## src/rtl/ovf_route_pkg.sv

```systemverilog
package ovf_route_pkg;

   // destinations, in alias order
   typedef enum logic [1:0] {
      DST_IRQ = 2'd0,
      DST_FIQ = 2'd1,
      DST_RST = 2'd2,
      DST_DBG = 2'd3
   } dest_e;

   localparam int NUM_DEST = 4;

   // polarity of each destination's output line
   function automatic logic dest_active_low(input int d);
      return (d != int'(DST_DBG));
   endfunction

endpackage

```

## src/rtl/ovf_access_gate.sv

```systemverilog
module ovf_access_gate #(
   parameter int NUM_DEST = 4,
   localparam int SEL_W = $clog2(NUM_DEST),
   localparam int IDX_W = SEL_W + 1
) (
   input  logic                clk,
   input  logic                rst_n,
   input  logic                acc_valid,
   input  logic                acc_write,
   input  logic [IDX_W-1:0]    acc_index,
   input  logic                acc_priv,
   input  logic                user_permit,
   output logic [NUM_DEST-1:0] set_stb,
   output logic [NUM_DEST-1:0] clr_stb,
   output logic                rd_stb,
   output logic                deny,
   output logic [SEL_W-1:0]    dest_sel,
   output logic                err_q
);

   initial begin
      if (NUM_DEST < 2) $fatal(1, "NUM_DEST must be at least 2");
   end

   logic grant;
   logic is_clear;

   assign grant    = acc_valid & (acc_priv | user_permit);
   assign deny     = acc_valid & ~acc_priv & ~user_permit;
   assign is_clear = acc_index[IDX_W-1];
   assign dest_sel = acc_index[SEL_W-1:0];
   assign rd_stb   = grant & ~acc_write;

   for (genvar d = 0; d < NUM_DEST; d++) begin : g_dec
      assign set_stb[d] = grant & acc_write & ~is_clear & (dest_sel == SEL_W'(d));
      assign clr_stb[d] = grant & acc_write &  is_clear & (dest_sel == SEL_W'(d));
   end

   always_ff @(posedge clk or negedge rst_n) begin
      if (!rst_n) err_q <= 1'b0;
      else        err_q <= deny;
   end


   deny_err_chk: assert property (@(posedge clk) disable iff (!rst_n)
      (acc_valid && !acc_priv && !user_permit) |=> err_q);


   priv_grant_chk: assert property (@(posedge clk) disable iff (!rst_n)
      (acc_valid && acc_priv) |=> !err_q);


   one_strobe_chk: assert property (@(posedge clk) disable iff (!rst_n)
      $countones({set_stb, clr_stb}) <= 1);

endmodule

```

## src/rtl/ovf_enable_bank.sv

```systemverilog
module ovf_enable_bank #(
   parameter int NUM_EVT = 3,
   parameter int DATA_W  = 32,
   parameter int CYC_BIT = 31,
   localparam int NSRC   = NUM_EVT + 1
) (
   input  logic              clk,
   input  logic              rst_n,
   input  logic              set_stb,
   input  logic              clr_stb,
   input  logic [DATA_W-1:0] wdata,
   output logic [NSRC-1:0]   en_q
);

   initial begin
      if (CYC_BIT >= DATA_W) $fatal(1, "CYC_BIT outside word");
      if (NUM_EVT >= CYC_BIT) $fatal(1, "event bits overlap cycle bit");
   end

   // gather source bits from the bus word; reserved bits are not looked at
   logic [NSRC-1:0] wsrc;
   assign wsrc = {wdata[CYC_BIT], wdata[NUM_EVT-1:0]};

   always_ff @(posedge clk or negedge rst_n) begin
      if (!rst_n)       en_q <= '0;
      else if (set_stb) en_q <= en_q | wsrc;
      else if (clr_stb) en_q <= en_q & ~wsrc;
   end


   set_bits_chk: assert property (@(posedge clk) disable iff (!rst_n)
      set_stb |=> ((en_q & $past(wsrc)) == $past(wsrc)));


   clr_bits_chk: assert property (@(posedge clk) disable iff (!rst_n)
      clr_stb |=> ((en_q & $past(wsrc)) == '0));


   idle_hold_chk: assert property (@(posedge clk) disable iff (!rst_n)
      (!set_stb && !clr_stb) |=> $stable(en_q));

endmodule

```

## src/rtl/ovf_request_drive.sv

```systemverilog
module ovf_request_drive #(
   parameter int NSRC       = 4,
   parameter bit ACTIVE_LOW = 1'b1
) (
   input  logic            clk,
   input  logic            rst_n,
   input  logic [NSRC-1:0] en,
   input  logic [NSRC-1:0] ovf,
   output logic            req_o
);

   logic hit;
   assign hit = |(en & ovf);

   if (ACTIVE_LOW) begin : g_low
      always_ff @(posedge clk or negedge rst_n) begin
         if (!rst_n) req_o <= 1'b1;
         else        req_o <= ~hit;
      end

      idle_level_chk: assert property (@(posedge clk) disable iff (!rst_n)
         (ovf == '0) |=> req_o);

      raise_chk: assert property (@(posedge clk) disable iff (!rst_n)
         ((en[0] && ovf[0]) || (en[NSRC-1] && ovf[NSRC-1])) |=> !req_o);
   end else begin : g_high
      always_ff @(posedge clk or negedge rst_n) begin
         if (!rst_n) req_o <= 1'b0;
         else        req_o <= hit;
      end

      idle_level_chk: assert property (@(posedge clk) disable iff (!rst_n)
         (en == '0) |=> !req_o);

      raise_chk: assert property (@(posedge clk) disable iff (!rst_n)
         ((en[0] && ovf[0]) || (en[NSRC-1] && ovf[NSRC-1])) |=> req_o);
   end

endmodule

```

## src/rtl/ovf_route_regs.sv

```systemverilog
module ovf_route_regs
   import ovf_route_pkg::*;
#(
   parameter int NUM_EVT = 3,
   parameter int DATA_W  = 32,
   parameter int CYC_BIT = 31,
   localparam int NSRC   = NUM_EVT + 1,
   localparam int SEL_W  = $clog2(NUM_DEST),
   localparam int IDX_W  = SEL_W + 1
) (
   input  logic              clk,
   input  logic              rst_n,
   input  logic              acc_valid,
   input  logic              acc_write,
   input  logic [IDX_W-1:0]  acc_index,
   input  logic [DATA_W-1:0] acc_wdata,
   input  logic              acc_priv,
   input  logic              user_permit,
   input  logic [NSRC-1:0]   ovf_flags,
   output logic [DATA_W-1:0] acc_rdata,
   output logic              acc_err,
   output logic              irq_n,
   output logic              fiq_n,
   output logic              rst_req_n,
   output logic              dbg_req
);

   logic [NUM_DEST-1:0] set_stb, clr_stb;
   logic                rd_stb, deny;
   logic [SEL_W-1:0]    dest_sel;
   logic [NSRC-1:0]     en_w [NUM_DEST];
   logic [NUM_DEST-1:0] req_w;
   logic [DATA_W-1:0]   rd_word;
   logic [DATA_W-1:0]   rdata_q;

   ovf_access_gate #(.NUM_DEST(NUM_DEST)) u_gate (
      .clk(clk), .rst_n(rst_n),
      .acc_valid(acc_valid), .acc_write(acc_write), .acc_index(acc_index),
      .acc_priv(acc_priv), .user_permit(user_permit),
      .set_stb(set_stb), .clr_stb(clr_stb), .rd_stb(rd_stb), .deny(deny),
      .dest_sel(dest_sel), .err_q(acc_err)
   );

   for (genvar d = 0; d < NUM_DEST; d++) begin : g_dest
      ovf_enable_bank #(.NUM_EVT(NUM_EVT), .DATA_W(DATA_W), .CYC_BIT(CYC_BIT)) u_bank (
         .clk(clk), .rst_n(rst_n),
         .set_stb(set_stb[d]), .clr_stb(clr_stb[d]),
         .wdata(acc_wdata), .en_q(en_w[d])
      );
      ovf_request_drive #(.NSRC(NSRC), .ACTIVE_LOW(dest_active_low(d))) u_drv (
         .clk(clk), .rst_n(rst_n),
         .en(en_w[d]), .ovf(ovf_flags), .req_o(req_w[d])
      );
   end

   // place the selected word's source bits back at their bus positions
   always_comb begin
      rd_word                = '0;
      rd_word[NUM_EVT-1:0]   = en_w[dest_sel][NUM_EVT-1:0];
      rd_word[CYC_BIT]       = en_w[dest_sel][NUM_EVT];
   end

   always_ff @(posedge clk or negedge rst_n) begin
      if (!rst_n)         rdata_q <= '0;
      else if (rd_stb)    rdata_q <= rd_word;
      else if (acc_valid) rdata_q <= '0;
   end

   assign acc_rdata = rdata_q;
   assign irq_n     = req_w[DST_IRQ];
   assign fiq_n     = req_w[DST_FIQ];
   assign rst_req_n = req_w[DST_RST];
   assign dbg_req   = req_w[DST_DBG];


   deny_zero_chk: assert property (@(posedge clk) disable iff (!rst_n)
      deny |=> (acc_rdata == '0));


   reserved_zero_chk: assert property (@(posedge clk) disable iff (!rst_n)
      rd_stb |=> (acc_rdata[CYC_BIT-1:NUM_EVT] == '0));

endmodule

```

## config.mk

```make
export PLATFORM = sky130hd
export DESIGN_NAME = ovf_route_regs
export DESIGN_NICKNAME = d
export VERILOG_FILES = /design/src/rtl/ovf_route_pkg.sv /design/src/rtl/ovf_access_gate.sv /design/src/rtl/ovf_enable_bank.sv /design/src/rtl/ovf_request_drive.sv /design/src/rtl/ovf_route_regs.sv
export SDC_FILE = /design/constraint.sdc
export NUM_CORES = 1
export LEC_CHECK = 0
export BUFFER_PORTS_ARGS = -buffer_cell sky130_fd_sc_hd__clkbuf_2
export CORE_ASPECT_RATIO = 0.9
export CORE_UTILIZATION = 40
export CTS_BUF_LIST = sky130_fd_sc_hd__clkbuf_8
export CTS_CLUSTER_DIAMETER = 60
export DETAILED_ROUTE_END_ITERATION = 12
export PLACE_DENSITY = 0.8
export RECOVER_POWER = 50
export SKIP_CTS_REPAIR_TIMING = 1
export SYNTH_ARGS = -nofsm -noshare
export SYNTH_HDL_FRONTEND = slang
export SYNTH_SLANG_ARGS = --single-unit
```

## constraint.sdc

```tcl
create_clock -name clk -period 2 [get_ports clk]
set_clock_uncertainty 0.2 [all_clocks]
set_input_delay 0 -clock clk [delete_from_list [all_inputs] [get_ports clk]]
set_output_delay 0 -clock clk [all_outputs]
set_load 0.02 [all_outputs]
```

==> impl_metrics.yaml <==
placement:
  io_buffer_count: 25
  post_dp_cell_area_sq_mm: 0.00143
  gp_congestion: 0.791
  dp.final_hpwl_mm: 1.94
die:
  die_area_sq_mm: 0.00377
  placeableCoreArea_sq_mm: 0.00338
  die_width_um: 64.6
  floorplan.die.height_um: 58.4
  core.rowCount: 20
  start_util_pct: 41.8
  floorplan.io_pins: 82
timing:
  fin_tns_setup_ps: 0
  rsz0062_at_grt: "no"
  final.hold.worst_slack_ps: 34.7
  final.min_clock_period_ps: 1750
  worst_slew_slack_as_a_fraction_of_its_limit_pct: 12.9
  tightestPinTransition_ps: 1310
  final_min_period_over_clock_period_pct: 87.5
  fmax_mhz: 571
  report.final.setup_viol: 0
  final_hold_viol_count: 0
  slew_viol_final: 0
drt:
  remaining_drc_errors: 0
  tritonroute_pass_1_iters: 4
  detailroute.via_count: 1053
  drtIter0Drc: 73
  totalWireLength_mm: 2.70
  wl_per_cell_um: 12.8
  drt.antenna.violating_nets: 0
  routed_via_density: 4.99
status:
  status: "finished clean"
finish:
  multi_input_comb_area_sq_um: 594
  layout-drive-gt1-share_pct: 20.4
  seq_area_sq_um: 629
  post-route-cell-area_sq_mm: 0.00164
  antenna-diode-count: 0
  nFillCells: 340
  area_growth_syn_to_layout_pct: 16.3
  fin_nets: 213
clock_tree:
  worst_setup_hold_path_clk_slew_ps: 80
  cts_buffer_depth: 2
  cts_root_buf: "sky130_fd_sc_hd__clkbuf_8"
  tritoncts_clock_tree: "done"
  number_of_buffers_inserted_during_clock_tree_synthesis: 3
  cts_max_level: 1
  clk-insertion-delay-late_ps: 270
  clkSinkCount: 25
logic_synthesis:
  top_reg_cell_synth: "sky130_fd_sc_hd__dfrtp_1"
  syn_area_per_cell_sq_um: 11.0
  synth_area_leaders: "sky130_fd_sc_hd__dfrtp_1, sky130_fd_sc_hd__buf_4, sky130_fd_sc_hd__o31ai_1"
  netlist.area_leader.share_pct: 39.0
  netlist-cell-type-count: 24
  synth_sequential_area_ratio_pct: 44.6
  synth-seq-cells: 25
  synth.top_cells.by_count: "sky130_fd_sc_hd__buf_4, sky130_fd_sc_hd__dfrtp_1, sky130_fd_sc_hd__o31ai_1, sky130_fd_sc_hd__o21ai_0, sky130_fd_sc_hd__inv_1"
  synth_cells: 129
  syn-cell-area_sq_mm: 0.00141
  synthArstFlopShare_pct: 100
  synth_enable_flop_cells: 0
  synth_warnings: 0
  synth_area_leader_cell: "sky130_fd_sc_hd__dfrtp_1"
  yosys.cell_count.top_type: "sky130_fd_sc_hd__buf_4"
worst_setup_path:
  crit_type: "in -> reg"
  crit_chain: "dlygate4sd3_1 > clkbuf_2 > a22o_1 > a221oi_1 > dlygate4sd3_1"
  worstPathBufferInverterCount: 3
  worstRegToRegCells: 3
  crit_path_top_delay_cell: "sky130_fd_sc_hd__dlygate4sd3_1"
  wp_data_arrival_ps: 1760
  crit_family: "buffers and inverters"
  endpoint_kind: "flop"
  cp.required_ps: 2010
  critical-path-max-stage-delay_ps: 600
  worstPathMaxFanout: 4
  crit_top_cell: "sky130_fd_sc_hd__dlygate4sd3_1"
  worstReg2RegEnd: "g_dest[2].u_drv.req_o$_DFF_PN1_"
  setup.worst_path.start_class: "input pin"
  ff2ff_setup_slack_ps: 280
global_route:
  global_route_wire_length_before_repair_mm: 4.28
  maximum_number_of_pins_on_one_net_before_global_route_repair: 26
  initial_antenna_violation_count: 0
  grt.total_usage_pct: 15.3
  overflow: 0
  first_global_vias: 899
pwr:
  p_leak_nw: 0.718
  ir_drop_mv: 0.303
  p_per_area_mw_per_mm2: 834
  totalPowerFinal_w: 0.00137
flow_run:
  max_cap_violations: 0
worst_hold_path:
  min_from: "acc_index[1]"
  hold_class: "in -> reg"
  min_delay_path_depth: 3
-- metrics by stage --
stage	worst slack, ps	cells	util (%)
4_1_cts	681	194	43.8
6_report	250	211	48.6
3_3_place_gp	707	190	42.4
2_1_floorplan	758	156	-
3_5_place_dp	693	190	42.4
5_1_grt	173	211	48.6
-- layout make-up --
type                    count  area share, %
flip-flops and latches     25           38.3
multi-input cells          88           36.2
repair buffers             42           17.6
well taps                  44           3.35
clock buffers               3           2.51
inverters                   8           1.83
clock inverters             1          0.228
-- placed cells by master, fill, tap and decap left out, types with 4 or more instances in the layout --
| master | Yosys | final |
|---|---|---|
| sky130_fd_sc_hd__dlygate4sd3_1 | 0 | 17 |
| sky130_fd_sc_hd__dfrtp_1 | 22 | 22 |
| sky130_fd_sc_hd__clkbuf_1 | 2 | 5 |
| sky130_fd_sc_hd__o21ai_0 | 14 | 14 |
| sky130_fd_sc_hd__o31ai_1 | 16 | 16 |
| sky130_fd_sc_hd__o2111ai_2 | 4 | 4 |
| sky130_fd_sc_hd__mux4_2 | 4 | 4 |
| sky130_fd_sc_hd__conb_1 | 1 | 28 |
| sky130_fd_sc_hd__clkbuf_2 | 0 | 20 |
| sky130_fd_sc_hd__inv_1 | 5 | 6 |
| sky130_fd_sc_hd__o22ai_1 | 4 | 4 |
-- where the power goes --
part | switching (W) | internal [W]
clock network | 0.000152 | 0.000137
logic | 0.000224 | 0.000172
registers | 0.0000663 | 0.000619
-- logic make-up (layout without fill, tap and decap cells) --
| logic type | count (synthesis) | in the layout | share of synthesized area, % |
|---|---|---|---|
| AO/OA/AOI/OAI | 49 | 49 | 25.3 |
| buffers and inverters | 43 | 54 | 20.5 |
| flip-flops | 25 | 25 | 44.6 |
| AND/OR/NAND/NOR | 7 | 7 | 2.92 |
| multiplexers | 4 | 4 | 6.38 |
| other | 1 | 28 | 0.265 |
-- worst reg2reg max path, stage by stage (launching register included) --
cell and delay, ps:
sky130_fd_sc_hd__dfrtp_1 400, sky130_fd_sc_hd__a22o_1 210, sky130_fd_sc_hd__a221oi_1 250, sky130_fd_sc_hd__dlygate4sd3_1 600
-- routing by layer --
layer	vias up	part of all wire (%)	global-route usage (%)
met2	43	49	25.6
met1	508	43	18.8
met3	9	4.7	1.74
met4	0	3.4	10.5
met5	-	0	0
li1	493	-	-
-- how the worst max path moves through the flow --
stage / cells after the start / endpoint / start
2_1_floorplan: 3 / acc_rdata[31]$_DFFE_PN0P_ / flop
3_3_place_gp: 3 / acc_rdata[31]$_DFFE_PN0P_ / flop
3_5_place_dp: 3 / acc_rdata[1]$_DFFE_PN0P_ / flop
4_1_cts: 3 / acc_rdata[1]$_DFFE_PN0P_ / flop
5_1_grt: 5 / g_dest[2].u_drv.req_o$_DFF_PN1_ / ovf_flags[0]
6_report: 5 / g_dest[2].u_drv.req_o$_DFF_PN1_ / ovf_flags[0]
No activity file was read; power rests on OpenSTA's default activity.
